**config.mk**
```make
export PLATFORM = sky130hd
export DESIGN_NAME = dbg_reg_seq
export DESIGN_NICKNAME = d
export VERILOG_FILES = /design/src/rtl/dbg_reg_seq_pkg.sv /design/src/rtl/dbg_reg_seq_frame.sv /design/src/rtl/dbg_reg_seq_shadow.sv /design/src/rtl/dbg_reg_seq.sv
export SDC_FILE = /design/constraint.sdc
export NUM_CORES = 1
export LEC_CHECK = 0
export ABC_AREA = 1
export ABC_CLOCK_PERIOD_IN_PS = 4500
export BUFFER_PORTS_ARGS = -buffer_cell sky130_fd_sc_hd__buf_2
export CAP_MARGIN = 20
export CELL_PAD_IN_SITES_DETAIL_PLACEMENT = 0
export CELL_PAD_IN_SITES_GLOBAL_PLACEMENT = 1
export CORE_MARGIN = 2
export CORE_UTILIZATION = 35
export DETAILED_ROUTE_END_ITERATION = 10
export GPL_ROUTABILITY_DRIVEN = 0
export PLACE_DENSITY = 0.71
export SLEW_MARGIN = 20
export SYNTH_ARGS = -nofsm -noshare
export SYNTH_HDL_FRONTEND = slang
export SYNTH_SLANG_ARGS = --single-unit
```
**constraint.sdc**
```tcl
create_clock -name clk -period 4.5 [get_ports clk]
set_input_delay 0.225 -clock clk [delete_from_list [all_inputs] [get_ports clk]]
set_output_delay 0.225 -clock clk [all_outputs]
set_load 0.05 [all_outputs]
```
**src/rtl/dbg_reg_seq_pkg.sv**
```systemverilog
package dbg_reg_seq_pkg;
    localparam int CODE_W   = 12;
    localparam int FAULT_W  = 3;
    localparam int WORD_W   = 16;
    localparam int DATA_W   = 2 * WORD_W;
    localparam int MAX_SEND = 5;
    localparam int IDX_W    = $clog2(MAX_SEND + 1);

    typedef enum logic [1:0] {ST_IDLE, ST_ISSUE, ST_WAIT} seq_st_e;

    typedef struct packed {
        seq_st_e             st;
        logic [IDX_W-1:0]    idx;
        logic [1:0]          pass;
        logic [DATA_W-1:0]   acc;
        logic [DATA_W-1:0]   csr_val;
        logic                wr;
        logic                cls;
        logic [CODE_W-1:0]   code;
        logic [DATA_W-1:0]   wdata;
        logic                running;
        logic [3:0]          halt_bits;
        logic                rsp_valid;
        logic [DATA_W-1:0]   rsp_data;
        logic [FAULT_W-1:0]  rsp_fault;
    } seq_t;
endpackage

```
**src/rtl/dbg_reg_seq_frame.sv**
```systemverilog
module dbg_reg_seq_frame
    import dbg_reg_seq_pkg::*;
#(
    parameter logic [WORD_W-1:0] RD_CTL_OP = 16'h2980,
    parameter logic [WORD_W-1:0] WR_CTL_OP = 16'h2880,
    parameter logic [WORD_W-1:0] RD_DBG_OP = 16'h2D80,
    parameter logic [WORD_W-1:0] WR_DBG_OP = 16'h2C80,
    parameter logic [CODE_W-1:0] PC_CODE   = 12'h80F
) (
    input  logic                             is_wr,
    input  logic                             is_dbg,
    input  logic                             pc_mode,
    input  logic [CODE_W-1:0]                code,
    input  logic [DATA_W-1:0]                data,
    output logic [MAX_SEND-1:0][WORD_W-1:0]  words,
    output logic [IDX_W-1:0]                 n_send,
    output logic [IDX_W-1:0]                 n_total
);
    always_comb begin
        words   = '0;
        n_send  = IDX_W'(3);
        n_total = IDX_W'(5);
        if (pc_mode) begin
            words[0] = RD_CTL_OP;
            words[2] = WORD_W'(PC_CODE);
        end else if (!is_dbg) begin
            words[0] = is_wr ? WR_CTL_OP : RD_CTL_OP;
            words[2] = WORD_W'(code);
            if (is_wr) begin
                words[3] = data[DATA_W-1:WORD_W];
                words[4] = data[WORD_W-1:0];
                n_send   = IDX_W'(5);
            end
        end else begin
            words[0] = (is_wr ? WR_DBG_OP : RD_DBG_OP) | WORD_W'(code);
            n_total  = IDX_W'(3);
            if (is_wr) begin
                words[1] = data[DATA_W-1:WORD_W];
                words[2] = data[WORD_W-1:0];
            end else begin
                n_send = IDX_W'(1);
            end
        end
    end
endmodule

```
**src/rtl/dbg_reg_seq_shadow.sv**
```systemverilog
module dbg_reg_seq_shadow
    import dbg_reg_seq_pkg::*;
#(
    parameter int                N_REGS    = 16,
    parameter int                ATTR_IDX  = 6,
    parameter logic [DATA_W-1:0] ATTR_INIT = 32'h0000_0005,
    localparam int               AW        = $clog2(N_REGS)
) (
    input  logic              clk,
    input  logic              rst_n,
    input  logic              we,
    input  logic [AW-1:0]     addr,
    input  logic [DATA_W-1:0] wdata,
    output logic [DATA_W-1:0] rdata
);
    logic [N_REGS-1:0][DATA_W-1:0] mem_q;

    for (genvar g = 0; g < N_REGS; g++) begin : g_ent
        localparam logic [DATA_W-1:0] INIT = (g == ATTR_IDX) ? ATTR_INIT : '0;
        always_ff @(posedge clk or negedge rst_n) begin
            if (!rst_n)                        mem_q[g] <= INIT;
            else if (we && addr == AW'(g))     mem_q[g] <= wdata;
        end
    end

    assign rdata = mem_q[addr];
endmodule

```
**src/rtl/dbg_reg_seq.sv**
```systemverilog
module dbg_reg_seq
    import dbg_reg_seq_pkg::*;
#(
    parameter logic [WORD_W-1:0] RD_CTL_OP = 16'h2980,
    parameter logic [WORD_W-1:0] WR_CTL_OP = 16'h2880,
    parameter logic [WORD_W-1:0] RD_DBG_OP = 16'h2D80,
    parameter logic [WORD_W-1:0] WR_DBG_OP = 16'h2C80,
    parameter logic [CODE_W-1:0] PC_CODE   = 12'h80F,
    parameter logic [CODE_W-1:0] SR_CODE   = 12'h80E,
    parameter int                DBG_REGS  = 16,
    parameter logic [DBG_REGS-1:0] DBG_MAP = 16'hF3C1,
    parameter int                CSR_IDX   = 0,
    parameter int                ATTR_IDX  = 6,
    parameter logic [DATA_W-1:0] ATTR_INIT = 32'h0000_0005,
    parameter int                HALT_LSB  = 24
) (
    input  logic               clk,
    input  logic               rst_n,
    input  logic               req_valid,
    output logic               req_ready,
    input  logic               req_write,
    input  logic               req_class,
    input  logic [CODE_W-1:0]  req_code,
    input  logic [DATA_W-1:0]  req_data,
    output logic               rsp_valid,
    output logic [DATA_W-1:0]  rsp_data,
    output logic [FAULT_W-1:0] rsp_fault,
    output logic               lnk_req_valid,
    input  logic               lnk_req_ready,
    output logic [WORD_W-1:0]  lnk_req_word,
    output logic               lnk_req_fetch,
    input  logic               lnk_rsp_valid,
    input  logic [WORD_W-1:0]  lnk_rsp_word,
    input  logic [FAULT_W-1:0] lnk_rsp_fault
);
    localparam int                DIW       = $clog2(DBG_REGS);
    localparam logic [DATA_W-1:0] HALT_MASK = DATA_W'(4'hF) << HALT_LSB;

    seq_t q, d;

    logic [MAX_SEND-1:0][WORD_W-1:0] words;
    logic [IDX_W-1:0]  n_send, n_total;
    logic              fetch_step, shadow_we;
    logic [DATA_W-1:0] shadow_rd, acc_next, fin_acc;
    logic              req_mapped, req_is_csr, q_is_csr;

    dbg_reg_seq_frame #(
        .RD_CTL_OP(RD_CTL_OP), .WR_CTL_OP(WR_CTL_OP),
        .RD_DBG_OP(RD_DBG_OP), .WR_DBG_OP(WR_DBG_OP), .PC_CODE(PC_CODE)
    ) i_frame (
        .is_wr(q.wr), .is_dbg(q.cls), .pc_mode(q.pass != 2'd0),
        .code(q.code), .data(q.wdata),
        .words(words), .n_send(n_send), .n_total(n_total)
    );

    dbg_reg_seq_shadow #(
        .N_REGS(DBG_REGS), .ATTR_IDX(ATTR_IDX), .ATTR_INIT(ATTR_INIT)
    ) i_shadow (
        .clk(clk), .rst_n(rst_n), .we(shadow_we),
        .addr(req_code[DIW-1:0]), .wdata(req_data), .rdata(shadow_rd)
    );

    assign req_mapped = (req_code[CODE_W-1:DIW] == '0) && DBG_MAP[req_code[DIW-1:0]];
    assign req_is_csr = (req_code == CODE_W'(CSR_IDX));
    assign q_is_csr   = q.cls && (q.code == CODE_W'(CSR_IDX));
    assign fetch_step = (q.idx >= n_send);
    assign acc_next   = {q.acc[WORD_W-1:0], lnk_rsp_word};
    assign fin_acc    = fetch_step ? acc_next : q.acc;

    always_comb begin
        d           = q;
        d.rsp_valid = 1'b0;
        shadow_we   = 1'b0;
        unique case (q.st)
            ST_IDLE: begin
                if (req_valid) begin
                    d.wr    = req_write;
                    d.cls   = req_class;
                    d.code  = req_code;
                    d.wdata = req_data;
                    d.idx   = '0;
                    d.pass  = 2'd0;
                    d.acc   = '0;
                    d.rsp_data  = '0;
                    d.rsp_fault = '0;
                    if (!req_class) begin
                        d.st = ST_ISSUE;
                    end else if (!req_mapped) begin
                        d.rsp_valid = 1'b1;
                    end else if (!req_is_csr) begin
                        shadow_we = req_write;
                        if (req_write) begin
                            d.st = ST_ISSUE;
                        end else begin
                            d.rsp_valid = 1'b1;
                            d.rsp_data  = shadow_rd;
                        end
                    end else begin
                        if (req_write) begin
                            d.running   = 1'b1;
                            d.halt_bits = '0;
                        end
                        d.st = ST_ISSUE;
                    end
                end
            end
            ST_ISSUE: begin
                if (lnk_req_ready) d.st = ST_WAIT;
            end
            ST_WAIT: begin
                if (lnk_rsp_valid) begin
                    if (lnk_rsp_fault != '0) begin
                        d.st        = ST_IDLE;
                        d.rsp_valid = 1'b1;
                        if (q.pass == 2'd0) begin
                            d.rsp_data  = '0;
                            d.rsp_fault = lnk_rsp_fault;
                        end else begin
                            d.rsp_data  = q.csr_val & ~HALT_MASK;
                            d.rsp_fault = '0;
                        end
                    end else if (q.idx != n_total - IDX_W'(1)) begin
                        d.acc = fin_acc;
                        d.idx = q.idx + IDX_W'(1);
                        d.st  = ST_ISSUE;
                    end else begin
                        d.idx = '0;
                        d.acc = '0;
                        unique case (q.pass)
                            2'd0: begin
                                if (!q.wr && q_is_csr && q.running &&
                                    ((fin_acc & HALT_MASK) != '0)) begin
                                    d.csr_val = fin_acc;
                                    d.pass    = 2'd1;
                                    d.st      = ST_ISSUE;
                                end else begin
                                    d.st        = ST_IDLE;
                                    d.rsp_valid = 1'b1;
                                    if (q.wr)
                                        d.rsp_data = '0;
                                    else if (!q.cls && q.code == SR_CODE)
                                        d.rsp_data = {{WORD_W{1'b0}}, fin_acc[WORD_W-1:0]};
                                    else if (q.cls && !q.running)
                                        d.rsp_data = fin_acc | (DATA_W'(q.halt_bits) << HALT_LSB);
                                    else
                                        d.rsp_data = fin_acc;
                                end
                            end
                            2'd1: begin
                                d.pass = 2'd2;
                                d.st   = ST_ISSUE;
                            end
                            default: begin
                                d.running   = 1'b0;
                                d.halt_bits = q.csr_val[HALT_LSB +: 4];
                                d.rsp_valid = 1'b1;
                                d.rsp_data  = q.csr_val;
                                d.st        = ST_IDLE;
                            end
                        endcase
                    end
                end
            end
            default: d.st = ST_IDLE;
        endcase
    end

    always_ff @(posedge clk or negedge rst_n) begin
        if (!rst_n) begin
            q         <= '0;
            q.st      <= ST_IDLE;
            q.running <= 1'b1;
        end else begin
            q <= d;
        end
    end

    assign req_ready     = (q.st == ST_IDLE);
    assign rsp_valid     = q.rsp_valid;
    assign rsp_data      = q.rsp_data;
    assign rsp_fault     = q.rsp_fault;
    assign lnk_req_valid = (q.st == ST_ISSUE);
    assign lnk_req_fetch = fetch_step;
    assign lnk_req_word  = fetch_step ? '0 : words[q.idx];
endmodule

```
==> results of run 1 <==
-- kinds of logic (layout without fill, tap and decap cells) --
kind of cell | count (synthesis) | in the layout | share of synthesized area, %
AOI/OAI and AO/OA | 631 | 631 | 13.1
xor gates and xnor gates | 1 | 1 | 0.0301
adders and majority gates | 4 | 4 | 0.172
buffers and inverters | 582 | 436 | 8.47
DFF | 670 | 670 | 57.7
and+or+nand+nor | 1405 | 1406 | 20.6
-- area by class of cell --
cell class              count  area, um^2  share of cell area, %
repair buffers            205        1510                   4.67
multi-input cells        2042        9890                   30.6
clock buffers             108        2150                   6.65
inverters                 103         393                   1.22
clock inverters            20         251                  0.779
well taps                1070        1340                   4.14
flip-flops and latches    670       16800                   51.9
-- how the worst max path moves through the flow --
stage                       from          endpoint  slack (ps)
after floorplan           q[152]   lnk_req_word[8]         370
after global placement    q[152]             q[87]         720
after detailed placement  q[152]             q[87]         650
after CTS                 q[152]  lnk_req_word[14]          90
after global routing      q[152]  lnk_req_word[14]           7
final                     q[152]  lnk_req_word[14]         230
-- registers in the layout, indices dropped and copies added, names as in the netlist --
signal	flops
rsp_fault	3
rsp_valid	1
q	106
acc_next	16
i_shadow.mem_q	512
rsp_data	32
-- routing by layer --
metal / wire length, um / GRT usage [%] / vias up / part of all wire [%]
li1: - / - / 10259 / -
met1: 40100 / 29.3 / 10413 / 46
met2: 40400 / 32.4 / 522 / 47
met3: 4160 / 2.74 / 111 / 4.8
met4: 2230 / 6.25 / 2 / 2.6
met5: 10 / 0 / - / 0.012
-- stage by stage --
step	utilization, %	hold WS (ps)
after floorplan	-	-70.6
after global placement	36.0	365
after detailed placement	36.0	366
after CTS	39.3	2.35
after global routing	39.3	55.3
final	39.3	29.1
-- layout by cell type (no fill, tap or decap), types with 74 or more instances in the layout --
cell / count
nand2_1: 918
dfrtp_1: 667
o21ai_1: 262
nand3_1: 254
a22oi_1: 147
nor2_1: 137
buf_2: 120
o21ai_0: 101
inv_1: 87
clkbuf_16: 74
-- report_power, final --
part | switching [W] | internal [W] | leakage (nW)
Clock | 0.00245 | 0.00359 | 1.18
Sequential | 0.000225 | 0.00626 | 9.28
Combinational | 0.00156 | 0.000481 | 5.00
-- tightest hold or removal path, stage by stage --
cell	delay [ps]
buf_2	80
inv_1	140
o21ai_1	160
-- repair_timing --
action	CTS	global route
endpoints found under the setup margin	0	6
endpoints found under the hold margin	151	0
resized for setup	0	0
hold buffers	35	0
==> flow_summary.json, run 1 <==
{
  "outcome": "completed",
  "port_buffers": 124,
  "antenna_found_initial": 4,
  "worstPathMaxFanout": 20,
  "finClkSkew_ps": 26.9,
  "drtIter0Drc": 1842,
  "synth.distinct_cells": 49,
  "p_leak_nw": 15.5,
  "wl_per_cell_um": 20.6,
  "slew_viol_final": 0,
  "grt_pass1_wl_mm": 135,
  "r2r_setup_slack_ps": 680,
  "hold_violations": 0,
  "area_growth_pct": 11.1,
  "grt_overflow": 0,
  "r2r-end": "q[89]",
  "worstMarginPinSlew_ps": 965,
  "drt-pass1-iter-count": 5,
  "numCtsBuffers": 70,
  "syn_nets": 3367,
  "drc": 0,
  "coreArea_um2": 82100,
  "r2r_start": "q[152]",
  "ant_nets": 0,
  "synth_seq_area_share_pct": 57.7,
  "power_w": 0.0146,
  "synth_area_um2": 29100,
  "finalCriticalPeriod_ps": 4270,
  "layout-drive-gt1-share_pct": 12.6,
  "start_kind": "flip-flop",
  "path_clk_slew_ps": 70,
  "cp.required_ps": 4280,
  "postSynthCellCount": 3293,
  "final_area_um2": 32300,
  "ios": 125,
  "grt_max_degree": 113,
  "tritoncts": "built",
  "synth.top_cell.area_share_pct": 57.4,
  "vdd_ir_drop_max_mv": 0.354,
  "min_path_type": "in2reg",
  "synth_ff_type": "dfrtp_1",
  "dp_slack_ps": 652,
  "cts_setup_buffers": 0,
  "post-dp-hpwl_mm": 55.0,
  "fp.dieW_um": 292,
  "power_density_nw_per_um2": 451,
  "synthTopCellsByArea": "dfrtp_1 (57%), nand2_1 (12%), clkbuf_1 (4.9%), o21ai_1 (4.5%), nand3_1 (4.4%)",
  "cts.htree.levels": 3,
  "crit_buf_inv": 3,
  "layout.nets": 3166,
  "diodes": 0,
  "cpPeakStageDelay_ps": 580,
  "die_area_um2": 85400,
  "fill_cells": 8168,
  "clk_latency_ps": 620,
  "max_freq_ghz": 0.234,
  "yosys_warnings": 0,
  "crit_slowest_cell": "dfrtp_1",
  "fin_cells": 4218,
  "async_flop_share_pct": 100,
  "rows": 105,
  "fin_crit_sh_pct": 95.0,
  "crit_chain": "nor2_8 > inv_2 > nor2_1 > ha_1 > nand3_2 > nand3_2 > nor2_1 > inv_1 > a21oi_1 > buf_12",
  "worstPathArrival_ps": 4050,
  "maxSlewHeadroom_pct": 35.7,
  "clock_sinks": 670,
  "hp-start": "req_data[14]",
  "reg2regPathDepth": 14,
  "ys_ff_latch": 670,
  "start_util_pct": 35.4,
  "synth_common_cells": "nand2_1 (918), dfrtp_1 (667), clkbuf_1 (378)",
  "via_per_inst": 5.05,
  "finalSetupViolCount": 0,
  "grt_pass1_vias": 21012,
  "die_height_um": 292,
  "path_class": "reg2out",
  "fin_ws_ps": 226,
  "clockBufferDepth": 3,
  "dpl.cell_count": 4054,
  "path_delay_family": "simple AND/OR/NAND/NOR gates",
  "syn_area_per_cell_um2": 8.83,
  "rsz0062_at_grt": "false",
  "finalSetupTns_ps": 0,
  "synth-edff-count": 0,
  "yosysMostFrequentCell": "nand2_1",
  "cp.depth": 10,
  "cap_violations": 0,
  "holdPathEnd": "i_shadow.mem_q[430]",
  "root_buffer": "clkbuf_16",
  "placed_area_um2": 29500,
  "end_kind": "output port",
  "vias": 21307,
  "holdPathStages": 3,
  "grtUsageTotal_pct": 20.5,
  "yosysTopAreaCell": "dfrtp_1",
  "totalWireLength_mm": 86.9
}
Power figures use the tool's default switching activity.
==> run 2: changes to the inputs <==
--- a/config.mk
+++ b/config.mk
@@ -5,17 +5,16 @@
 export SDC_FILE = /design/constraint.sdc
 export NUM_CORES = 1
 export LEC_CHECK = 0
-export ABC_AREA = 1
 export ABC_CLOCK_PERIOD_IN_PS = 4500
 export BUFFER_PORTS_ARGS = -buffer_cell sky130_fd_sc_hd__buf_2
 export CAP_MARGIN = 20
 export CELL_PAD_IN_SITES_DETAIL_PLACEMENT = 0
 export CELL_PAD_IN_SITES_GLOBAL_PLACEMENT = 1
 export CORE_MARGIN = 2
-export CORE_UTILIZATION = 35
+export CORE_UTILIZATION = 48
 export DETAILED_ROUTE_END_ITERATION = 10
 export GPL_ROUTABILITY_DRIVEN = 0
-export PLACE_DENSITY = 0.71
+export PLACE_DENSITY = 0.84
 export SLEW_MARGIN = 20
 export SYNTH_ARGS = -nofsm -noshare
 export SYNTH_HDL_FRONTEND = slang
==> run 2 against run 1 <==
  * Clock power is 4.8% lower
  * Synthesized cell count is 32% lower
  * Global-route usage grew 3.3 points
  * Power is 4.8% lower
  * Critical path type unchanged
  * Clock-buffer cell count decreased by 16
  * Combinational power down 21%
  * Cell count shrank 31%
  * Via count shrank 19%
  * Critical path depth unchanged
==> flow_summary.json, run 2 <==
{
  "start_util_pct": 48.7,
  "grtUsageTotal_pct": 23.8,
  "drc": 0,
  "r2r_setup_slack_ps": 560,
  "final_common_cell": "dfrtp_1",
  "tritoncts": "built",
  "synth-edff-count": 0,
  "rows": 89,
  "layout.nets": 2166,
  "dp_slack_ps": 889,
  "p_sw_w": 0.00385,
  "yosys_warnings": 0,
  "synth_area_um2": 28900,
  "die_height_um": 249,
  "vias": 17195,
  "worstPathMaxFanout": 15,
  "ios": 125,
  "outcome": "completed",
  "drtIter0Drc": 1592,
  "r2r_start": "q[85]",
  "pwr-share-comb_pct": 11.6,
  "intPower_w": 0.0100,
  "finalSetupViolCount": 0,
  "vdd_ir_drop_max_mv": 0.310,
  "yosysTopAreaCell": "dfrtp_1",
  "cts.htree.levels": 3,
  "slew_viol_final": 0,
  "synth_common_cells": "dfrtp_1 (667), clkbuf_1 (332), nand2_1 (251)",
  "die_area_um2": 62100,
  "totalWireLength_mm": 72.3,
  "p_leak_nw": 15.8,
  "worstMarginPinSlew_ps": 1120,
  "path_common_cell": "ha_1",
  "cts_setup_buffers": 0,
  "ff_latch_area_um2": 16800,
  "max_freq_ghz": 0.239,
  "power_density_nw_per_um2": 434,
  "grt_max_degree": 117,
  "fill_cells": 4728,
  "route.met2.wl_mm": 32.3,
  "holdPathStages": 3,
  "synth.distinct_cells": 60,
  "async_flop_share_pct": 100,
  "clk_latency_ps": 620,
  "routed.top_layer": "met5",
  "yosysMostFrequentCell": "dfrtp_1",
  "post-dp-hpwl_mm": 46.9,
  "min_path_type": "in2reg",
  "dpl.cell_count": 2746,
  "fp.dieW_um": 249,
  "antenna_found_initial": 1,
  "wl_per_cell_um": 24.8,
  "postSynthCellCount": 2223,
  "finalSetupTns_ps": 0,
  "fin_cells": 2917,
  "synth.top_cell.area_share_pct": 57.8,
  "area_growth_pct": 10.6,
  "diodes": 0,
  "ys_ff_latch": 670,
  "start_kind": "flip-flop",
  "port_buffers": 124,
  "cpPeakStageDelay_ps": 630,
  "path_clk_slew_ps": 60,
  "grt_pass1_vias": 18141,
  "synthTopCellsByArea": "dfrtp_1 (58%), mux4_2 (10%), mux2_2 (8.8%), clkbuf_1 (4.3%), nand2_1 (3.3%)",
  "clock_sinks": 670,
  "end_kind": "output port",
  "finalCriticalPeriod_ps": 4180,
  "syn_nets": 2297,
  "mostFrequentLayoutCells": "dfrtp_1 (667), nand2_1 (249), mux2_2 (225)",
  "largest_register_ffs": 512,
  "hp-start": "req_data[10]",
  "numCtsBuffers": 69,
  "fin_ws_ps": 319,
  "crit_chain": "inv_1 > ha_1 > nor2_1 > ha_1 > and3_1 > nor2_2 > clkinv_1 > buf_4 > a21oi_1 > buf_2",
  "top_register": "i_shadow.mem_q",
  "cp.required_ps": 4280,
  "multi_input_area_um2": 10300,
  "synth_seq_area_share_pct": 58.1,
  "rsz0062_at_grt": "false",
  "drt-pass1-iter-count": 6,
  "synth_ff_type": "dfrtp_1",
  "grt_overflow": 0,
  "via_per_inst": 5.89,
  "holdPathEnd": "q[51]",
  "seq_power_share_pct": 46.9,
  "syn_area_per_cell_um2": 13.0,
  "hold_violations": 0,
  "crit_slowest_cell": "dfrtp_1",
  "root_buffer": "clkbuf_16",
  "fin_crit_sh_pct": 92.9,
  "reg2regPathDepth": 10,
  "p_clk_share_pct": 41.5,
  "swShare_pct": 27.8,
  "met3_length_mm": 5.60,
  "worstPathArrival_ps": 3960,
  "path_class": "reg2out",
  "cap_violations": 0,
  "layout-drive-gt1-share_pct": 30.2,
  "r2r-end": "q[156]",
  "finClkSkew_ps": 17.4,
  "coreArea_um2": 59200,
  "grt_pass1_wl_mm": 112,
  "drt-met1-wl_mm": 31.8,
  "maxSlewHeadroom_pct": 25.2,
  "ant_nets": 0,
  "clockBufferDepth": 3
}
[run 2: changes by cell type after synthesis, moves of 33 or more]
cell | previous run | this run
inv_1 | 89 | 17
clkbuf_1 | 378 | 332
o21ai_2 | 34 | 0
nand3_1 | 254 | 26
a211o_1 | 0 | 33
o21ai_1 | 262 | 0
mux2_2 | 0 | 225
a22oi_1 | 147 | 14
nor3_1 | 3 | 37
mux2i_1 | 0 | 56
nand2_1 | 918 | 251
nor2_1 | 142 | 26
mux2_1 | 0 | 76
mux4_2 | 0 | 128
[run 2: power groups by stage]
stage / clock network (W) / logic (W) / registers [W]
after floorplan: 0 / 0.00104 / 0.00648
after global placement: 0 / 0.00155 / 0.00659
after detailed placement: 0 / 0.00157 / 0.00660
after CTS: 0.00585 / 0.00161 / 0.00649
after global routing: 0.00610 / 0.00176 / 0.00652
final: 0.00575 / 0.00161 / 0.00649
[run 2: what timing repair did]
item | CTS | global route
hold buffers | 48 | 0
endpoints found under the setup margin | 0 | 0
hold endpoints to repair | 158 | 0
gates resized for setup | 0 | 0
[run 2: worst max path at each step]
stage,endpoint,depth (start not counted),from
after floorplan,lnk_req_word[6],12,q[152]
after global placement,rsp_data[17],11,q[85]
after detailed placement,i_shadow.mem_q[255],6,req_code[5]
after CTS,lnk_req_word[10],10,q[85]
after global routing,lnk_req_word[10],10,q[85]
final,lnk_req_word[10],10,q[85]
[run 2: metal layers]
metal / GRT usage (%) / vias up
met1: 34.5 / 8981
met2: 35.1 / 678
met3: 5.89 / 144
met4: 8.40 / 2
li1: - / 7390
met5: 0 / -
[run 2: area by class of cell]
type                    instances  share of cell area (%)
clock inverters                31                    1.14
repair buffers                212                    4.75
well taps                     773                    3.03
inverters                      18                   0.212
flip-flops and latches        670                    52.5
multi-input cells            1121                    32.4
clock buffers                  92                    5.96
[run 2: cell families (layout without fill, tap and decap cells)]
| group | after synthesis | in the layout | synth area share [%] |
|---|---|---|---|
| multiplexers | 485 | 485 | 23.7 |
| flip-flops | 670 | 670 | 58.1 |
| XOR/XNOR | 1 | 1 | 0.0303 |
| AND/OR/NAND/NOR | 415 | 415 | 6.60 |
| AO/OA/AOI/OAI | 216 | 216 | 5.15 |
| adder cells (fa/ha/maj) | 4 | 4 | 0.173 |
| buffers and inverters | 432 | 353 | 6.28 |
[run 2: critical path: cells and delay by family (launching register included)]
family / cells / cell delay, ps
buf+inv: 4 / 1480
simple gates: 3 / 430
fa+ha+maj: 2 / 560
compound gates: 1 / 230
flops: 1 / 630
[run 2: stage by stage]
stage                     hold WS [ps]  total power, W  util [%]  cell area [um^2]
final                             37.3          0.0139      53.9             31900
after global routing              40.5          0.0144      53.9             31900
after CTS                         3.21          0.0140      53.9             31900
after detailed placement           320         0.00817      49.2             29200
after global placement             321         0.00814      49.2             29200
after floorplan                  -70.6         0.00752         -             28900
